**src/rtl/rr_addcmp_pkg.sv**
```systemverilog
`timescale 1ns/1ps
package rr_addcmp_pkg;

  // Width of a selector over n lanes, never below one bit.
  function automatic int unsigned sel_bits(int unsigned n);
    return (n > 1) ? $clog2(n) : 1;
  endfunction

endpackage

```
**src/rtl/rr_phase_ctr.sv**
```systemverilog
`timescale 1ns/1ps
module rr_phase_ctr #(
  parameter int unsigned LANES = 2,
  parameter int unsigned PW    = 1
) (
  input  logic             clk,
  input  logic             rst,
  output logic [LANES-1:0] ld_en,
  output logic [PW-1:0]    sel
);

  logic [PW-1:0] phase_q;

  // Free-running modulo-LANES counter; idle cycles advance it too.
  always_ff @(posedge clk) begin
    if (rst) begin
      phase_q <= '0;
    end else if (phase_q == PW'(LANES - 1)) begin
      phase_q <= '0;
    end else begin
      phase_q <= phase_q + PW'(1);
    end
  end

  // One-hot load enable per lane.
  genvar g;
  generate
    for (g = 0; g < LANES; g++) begin : g_en
      assign ld_en[g] = (phase_q == PW'(g));
    end
  endgenerate

  // The lane that loaded on the previous edge has just closed its window.
  assign sel = (phase_q == '0) ? PW'(LANES - 1) : (phase_q - PW'(1));

endmodule

```
**src/rtl/rr_lane.sv**
```systemverilog
`timescale 1ns/1ps
module rr_lane #(
  parameter int unsigned W = 8
) (
  input  logic         clk,
  input  logic         rst,
  input  logic         ld,
  input  logic         in_vld,
  input  logic [W-1:0] in_a,
  input  logic [W-1:0] in_b,
  input  logic [W-1:0] in_c,
  output logic         res_vld,
  output logic [W:0]   res_sum,
  output logic         res_gt
);

  localparam int unsigned SW = W + 1;

  logic         v_q;
  logic [W-1:0] a_q, b_q, c_q;
  logic [SW-1:0] sum_c;
  logic          gt_c;

  // Slow logic: has the full rotation window to settle.
  assign sum_c = SW'(a_q) + SW'(b_q);
  assign gt_c  = (sum_c > SW'(c_q));

  always_ff @(posedge clk) begin
    if (rst) begin
      v_q     <= 1'b0;
      a_q     <= '0;
      b_q     <= '0;
      c_q     <= '0;
      res_vld <= 1'b0;
      res_sum <= '0;
      res_gt  <= 1'b0;
    end else if (ld) begin
      // Retire the sample held for the last window, then take the next one.
      res_vld <= v_q;
      res_sum <= v_q ? sum_c : '0;
      res_gt  <= v_q & gt_c;
      v_q     <= in_vld;
      if (in_vld) begin
        a_q <= in_a;
        b_q <= in_b;
        c_q <= in_c;
      end
    end
  end

endmodule

```
**src/rtl/rr_outmux.sv**
```systemverilog
`timescale 1ns/1ps
module rr_outmux #(
  parameter int unsigned LANES = 2,
  parameter int unsigned SW    = 9,
  parameter int unsigned PW    = 1
) (
  input  logic [PW-1:0]       sel,
  input  logic [LANES-1:0]    vld_vec,
  input  logic [LANES*SW-1:0] sum_vec,
  input  logic [LANES-1:0]    gt_vec,
  output logic                out_vld,
  output logic [SW-1:0]       out_sum,
  output logic                out_gt
);

  always_comb begin
    out_vld = 1'b0;
    out_sum = '0;
    out_gt  = 1'b0;
    for (int k = 0; k < LANES; k++) begin
      if (sel == PW'(k)) begin
        out_vld = vld_vec[k];
        out_sum = sum_vec[k*SW +: SW];
        out_gt  = gt_vec[k];
      end
    end
  end

endmodule

```
**src/rtl/rr_addcmp.sv**
```systemverilog
`timescale 1ns/1ps
module rr_addcmp
  import rr_addcmp_pkg::*;
#(
  parameter int unsigned LANES = 2,
  parameter int unsigned W     = 8
) (
  input  logic         clk,
  input  logic         rst,
  input  logic         in_vld,
  input  logic [W-1:0] in_a,
  input  logic [W-1:0] in_b,
  input  logic [W-1:0] in_c,
  output logic         out_vld,
  output logic [W:0]   out_sum,
  output logic         out_gt
);

  localparam int unsigned PW = sel_bits(LANES);
  localparam int unsigned SW = W + 1;

  logic [PW-1:0]       sel;
  logic [LANES-1:0]    ld_en;
  logic [LANES-1:0]    lane_vld;
  logic [LANES-1:0]    lane_gt;
  logic [LANES*SW-1:0] lane_sum;

  rr_phase_ctr #(.LANES(LANES), .PW(PW)) u_phase (
    .clk   (clk),
    .rst   (rst),
    .ld_en (ld_en),
    .sel   (sel)
  );

  genvar g;
  generate
    for (g = 0; g < LANES; g++) begin : g_lane
      rr_lane #(.W(W)) u_lane (
        .clk     (clk),
        .rst     (rst),
        .ld      (ld_en[g]),
        .in_vld  (in_vld),
        .in_a    (in_a),
        .in_b    (in_b),
        .in_c    (in_c),
        .res_vld (lane_vld[g]),
        .res_sum (lane_sum[g*SW +: SW]),
        .res_gt  (lane_gt[g])
      );
    end
  endgenerate

  rr_outmux #(.LANES(LANES), .SW(SW), .PW(PW)) u_mux (
    .sel     (sel),
    .vld_vec (lane_vld),
    .sum_vec (lane_sum),
    .gt_vec  (lane_gt),
    .out_vld (out_vld),
    .out_sum (out_sum),
    .out_gt  (out_gt)
  );

endmodule

```
**config.mk**
```make
export PLATFORM = sky130hd
export DESIGN_NAME = rr_addcmp
export DESIGN_NICKNAME = d
export VERILOG_FILES = /design/src/rtl/rr_addcmp_pkg.sv /design/src/rtl/rr_phase_ctr.sv /design/src/rtl/rr_lane.sv /design/src/rtl/rr_outmux.sv /design/src/rtl/rr_addcmp.sv
export SDC_FILE = /design/constraint.sdc
export NUM_CORES = 1
export LEC_CHECK = 0
export ABC_CLOCK_PERIOD_IN_PS = 3000
export BUFFER_PORTS_ARGS = -buffer_cell sky130_fd_sc_hd__buf_2
export CELL_PAD_IN_SITES_DETAIL_PLACEMENT = 1
export CELL_PAD_IN_SITES_GLOBAL_PLACEMENT = 2
export CORE_UTILIZATION = 33
export CTS_BUF_LIST = sky130_fd_sc_hd__clkbuf_2 sky130_fd_sc_hd__clkbuf_4 sky130_fd_sc_hd__clkbuf_8
export DETAILED_ROUTE_END_ITERATION = 6
export PLACE_DENSITY = 0.79
export SLEW_MARGIN = 20
export SYNTH_ARGS = -nofsm -noshare
export SYNTH_HDL_FRONTEND = slang
export SYNTH_SLANG_ARGS = --single-unit
```
**constraint.sdc**
```tcl
create_clock -name clk -period 3 [get_ports clk]
set_input_delay 0.9 -clock clk [delete_from_list [all_inputs] [get_ports clk]]
set_output_delay 0.9 -clock clk [all_outputs]
set_load 0.02 [all_outputs]
```
==> metrics.md <==
| Metric | Value |
|---|---|
| F_max | 0.3533 GHz |
| Gate power share | 0.166 |
| Primary FF master, synth | dfxtp_1 |
| Synth Area in Simple Gates | 0.2218 |
| Final Hold Fails | 0 |
| CTS sink cnt | 73 |
| Post-Synthesis Mean Instance Area | 7.913 um2 |
| Dpl cells | 632 |
| Yosys warns | 0 |
| Ports | 38 |
| Post-synthesis mux area share | 0.002680 |
| Synth Area in Compound Gates | 0.1940 |
| Largest family of logic cells by synthesized area | simple AND/OR/NAND/NOR gates |
| Switching part of the total | 0.2922 |
| Layout Skew | 10.09 ps |
| Worst hold path endpoint | g_lane[0].u_lane.c_q[3] |
| Count of cell types in the netlist | 48 |
| Placed Instance Area | 0.004045 mm2 |
| Post-synth EDFFs | 0 |
| Synth Area in XOR/XNOR | 0.02580 |
| Cell Area, Synth | 0.003735 mm2 |
| Area of the multi-input gates | 0.002140 mm2 |
| DR vias/cell | 5.086 |
| Clock network fraction of total power | 0.365 |
| Yosys reg bits | 73 |
| Layout cell share with drive strength beyond 1 | 0.1490 |
| Row Count | 38 |
| Final Max Slew Viols | 0 |
| RSZ-0062 raised after global routing | no |
| Average wire per standard cell | 16.28 um |
| Worst Hold Class | reg2reg |
| Period utilisation layout | 0.9435 |
| Fillers | 1370 |
| Cts hold-fix bufs | 0 |
| Crit path capture type | flop |
| Top cells by count, synth | 132 x nand2_1, 74 x a21oi_1, 73 x dfxtp_1 |
| DRT iter0 DRCs | 96 |
| Final core utilization | 0.3931 |
| Post-synthesis async set-or-reset flop share | 0 |
| Tmin final | 2830 ps |
| CP Max Fanout | 2 |
| Area share of the largest cell type after synthesis | 0.3913 |
| Synth top area cells | dfxtp_1 39%, nand2_1 13%, ha_1 11% |
| Setup violations, final | 0 |
| Port Buffers | 37 |
| Root buf cell | clkbuf_8 |
| Final #Nets | 566 |
| First-pass GRT wire length | 17.24 mm |
| Area Overhead vs Synth | 15.11% |
| Detailed Route WL | 10.58 mm |
| Core area | 0.01094 mm2 |
| Die ar. | 0.01175 mm2 |
| NetSw | 642.7 uW |
| CP Data Arrival Time | 3070 ps |
| P_leak | 0.001827 uW |
| Reg power frac | 0.468 |
| Cell with the most instances after synthesis | nand2_1 |
| Setup TNS | 0 ps |
| Ant diodes | 0 |
| RD Place Congestion | 0.8109 |
| Max H-tree Level | 3 |
| Outcome | finished clean |
| Drc violations | 0 |
| Clock Path Buffers | 2 |
| Int Power | 1557 uW |
| Synthesized Nets | 533 |
| Total number of vias | 3306 |
| Router iterations before antenna repair | 4 |
| CP Launch Type | flop |
| CP most frequent cell | o21ai_1 |
| Die Wd | 108.4 um |
| CTS tree | yes |
| Final HPWL DP | 8.074 mm |
| GRT overflow | 0 |
| Antenna violations before repair | 0 |
| Synth area leader | dfxtp_1 |
| Setup ws final | 169.6 ps |
| Cells after Synth | 472 |
| Finished Layout Cells | 650 |
| CTS clock-pin slew for the worst setup and hold paths | 80 ps |
| Worst r2r dst | g_lane[0].u_lane.res_gt |
| Post-route cell area | 0.004299 mm2 |
| Crit path cell chain | ha_1 > fa_2 > a211oi_4 > o21bai_1 > a21oi_2 > xnor2_2 > ha_4 > a2111oi_2 > o21ai_1 > o221a_2 > o21ai_1 > a21oi_1 |
| Routed Antenna Nets | 0 |
| WHS Path Cells | 2 |
| Starting Density | 0.3415 |
| Cells on worst reg2reg path | 12 |
| Post-Synth Adder-Cell Area | 0.1179 |
| Largest net degree at the start of global routing | 43 |
| CP max-delay cell | fa_2 |
| Pwr Density | 511.6 mW/mm2 |
| Measured slew at the worst slew-check pin | 861.8 ps |
| Tot GR Track Use | 0.1961 |
| Vias in the first global route | 3365 |
| DIE HEIGHT | 108.4 um |
| Max-cap violations | 0 |
| CTS buffer count | 9 |
| Largest stage delay on the critical path | 370 ps |
| Hold_sp | g_lane[0].u_lane.c_q[3] |
| R2R Path Start | g_lane[0].u_lane.b_q[0] |
| Reg2reg setup slack | 170 ps |
| Clk_lat worst skew | 350 ps |
| Rel. slew slack | 0.4241 |
| Register area | 0.001461 mm2 |
| Place WS | -22.20 ps |
| Required @ worst endpoint | 3240 ps |
| Sequential-to-total area share from yosys stat | 0.3913 |
| Critical path type | reg2reg |
| IR Drop Worst-Case VDD | 0.0002129 V |
==> final cells by class <==
type / instances / area share
inverter: 17 / 0.01484
sequential: 73 / 0.3399
tap: 140 / 0.04075
timing repair buffer: 47 / 0.06054
multi-input combinational: 357 / 0.4977
clock inverter: 6 / 0.01572
clock buffer: 10 / 0.03056
==> metrics by stage <==
step | hold WS, ps | total power [uW]
6_report | 462.2 | 2199
5_1_grt | 483.4 | 2326
4_1_cts | 465.2 | 2218
3_5_place_dp | 452.4 | 1402
3_3_place_gp | 443.7 | 1386
2_1_floorplan | 436.3 | 1292
==> metal layers <==
metal	part of all wire	vias to the layer above	wire [um]	track usage
met4	0.011	0	117	0.05019
met2	0.47	49	4998	0.3317
met3	0.033	12	349	0.03315
li1	-	1665	-	-
met1	0.48	1580	5116	0.2579
met5	0	-	0	0
==> layout by cell type, fill, tap and decap left out, drive strengths merged, types with 3 or more instances in the layout <==
master  count
nand3b      5
nor2       16
nand2b     12
nor3        6
clkbuf     10
buf        47
a21oi      74
ha         32
nor2b       5
dfxtp      73
xnor2       9
nand2     132
nand4       4
a21o        7
o211ai      3
o21ai      15
inv        18
a211oi      4
==> cells by family (layout without fill, tap and decap cells) <==
logic type                 after synthesis  count (layout)
buffers and inverters                   42              80
DFF                                     73              73
xor gates and xnor gates                11              11
and+or+nand+nor                        190             190
adders and majority gates               34              34
muxes                                    1               1
AOI/OAI and AO/OA                      121             121
==> timing repair <==
| item | in CTS | in global routing |
|---|---|---|
| resized for setup | 2 | 5 |
| pin swaps | 3 | 4 |
| buffers inserted | 2 | 0 |
| setup endpoints to repair | 1 | 1 |
==> how the worst max path moves through the flow <==
stage / endpoint / cells after the start / start / slack (ps)
after floorplan: g_lane[0].u_lane.res_gt / 12 / g_lane[0].u_lane.b_q[0] / 160
after global placement: g_lane[0].u_lane.res_gt / 12 / g_lane[0].u_lane.b_q[0] / 40
after detailed placement: g_lane[0].u_lane.res_gt / 12 / g_lane[0].u_lane.b_q[0] / -20
after CTS: g_lane[0].u_lane.res_gt / 12 / g_lane[0].u_lane.b_q[0] / 20
after global routing: g_lane[0].u_lane.res_gt / 12 / g_lane[0].u_lane.b_q[0] / 6
final: g_lane[0].u_lane.res_gt / 12 / g_lane[0].u_lane.b_q[0] / 170
==> state kept, by name, summed over array words and instances, names as in the netlist <==
signal,count
g_lane.u_lane.res_gt,2
g_lane.u_lane.b_q,16
g_lane.u_lane.res_vld,2
g_lane.u_lane.v_q,2
g_lane.u_lane.res_sum,18
g_lane.u_lane.c_q,16
g_lane.u_lane.a_q,16
u_phase.phase_q,1
==> worst max-delay path, delay by kind of cell (launching register included) <==
family | cells | cell delay [ps]
flops | 1 | 320
compound gates | 8 | 1390
fa+ha+maj | 3 | 850
xor+xnor | 1 | 160
==> power by group through the flow <==
stage          Sequential [uW]  Combinational (uW)  Clock [uW]
6_report                  1030                 366         803
5_1_grt                   1040                 415         876
4_1_cts                   1030                 362         825
3_5_place_dp              1050                 349           0
3_3_place_gp              1050                 335           0
2_1_floorplan             1050                 246           0
No activity file was read; power rests on OpenSTA's default activity.
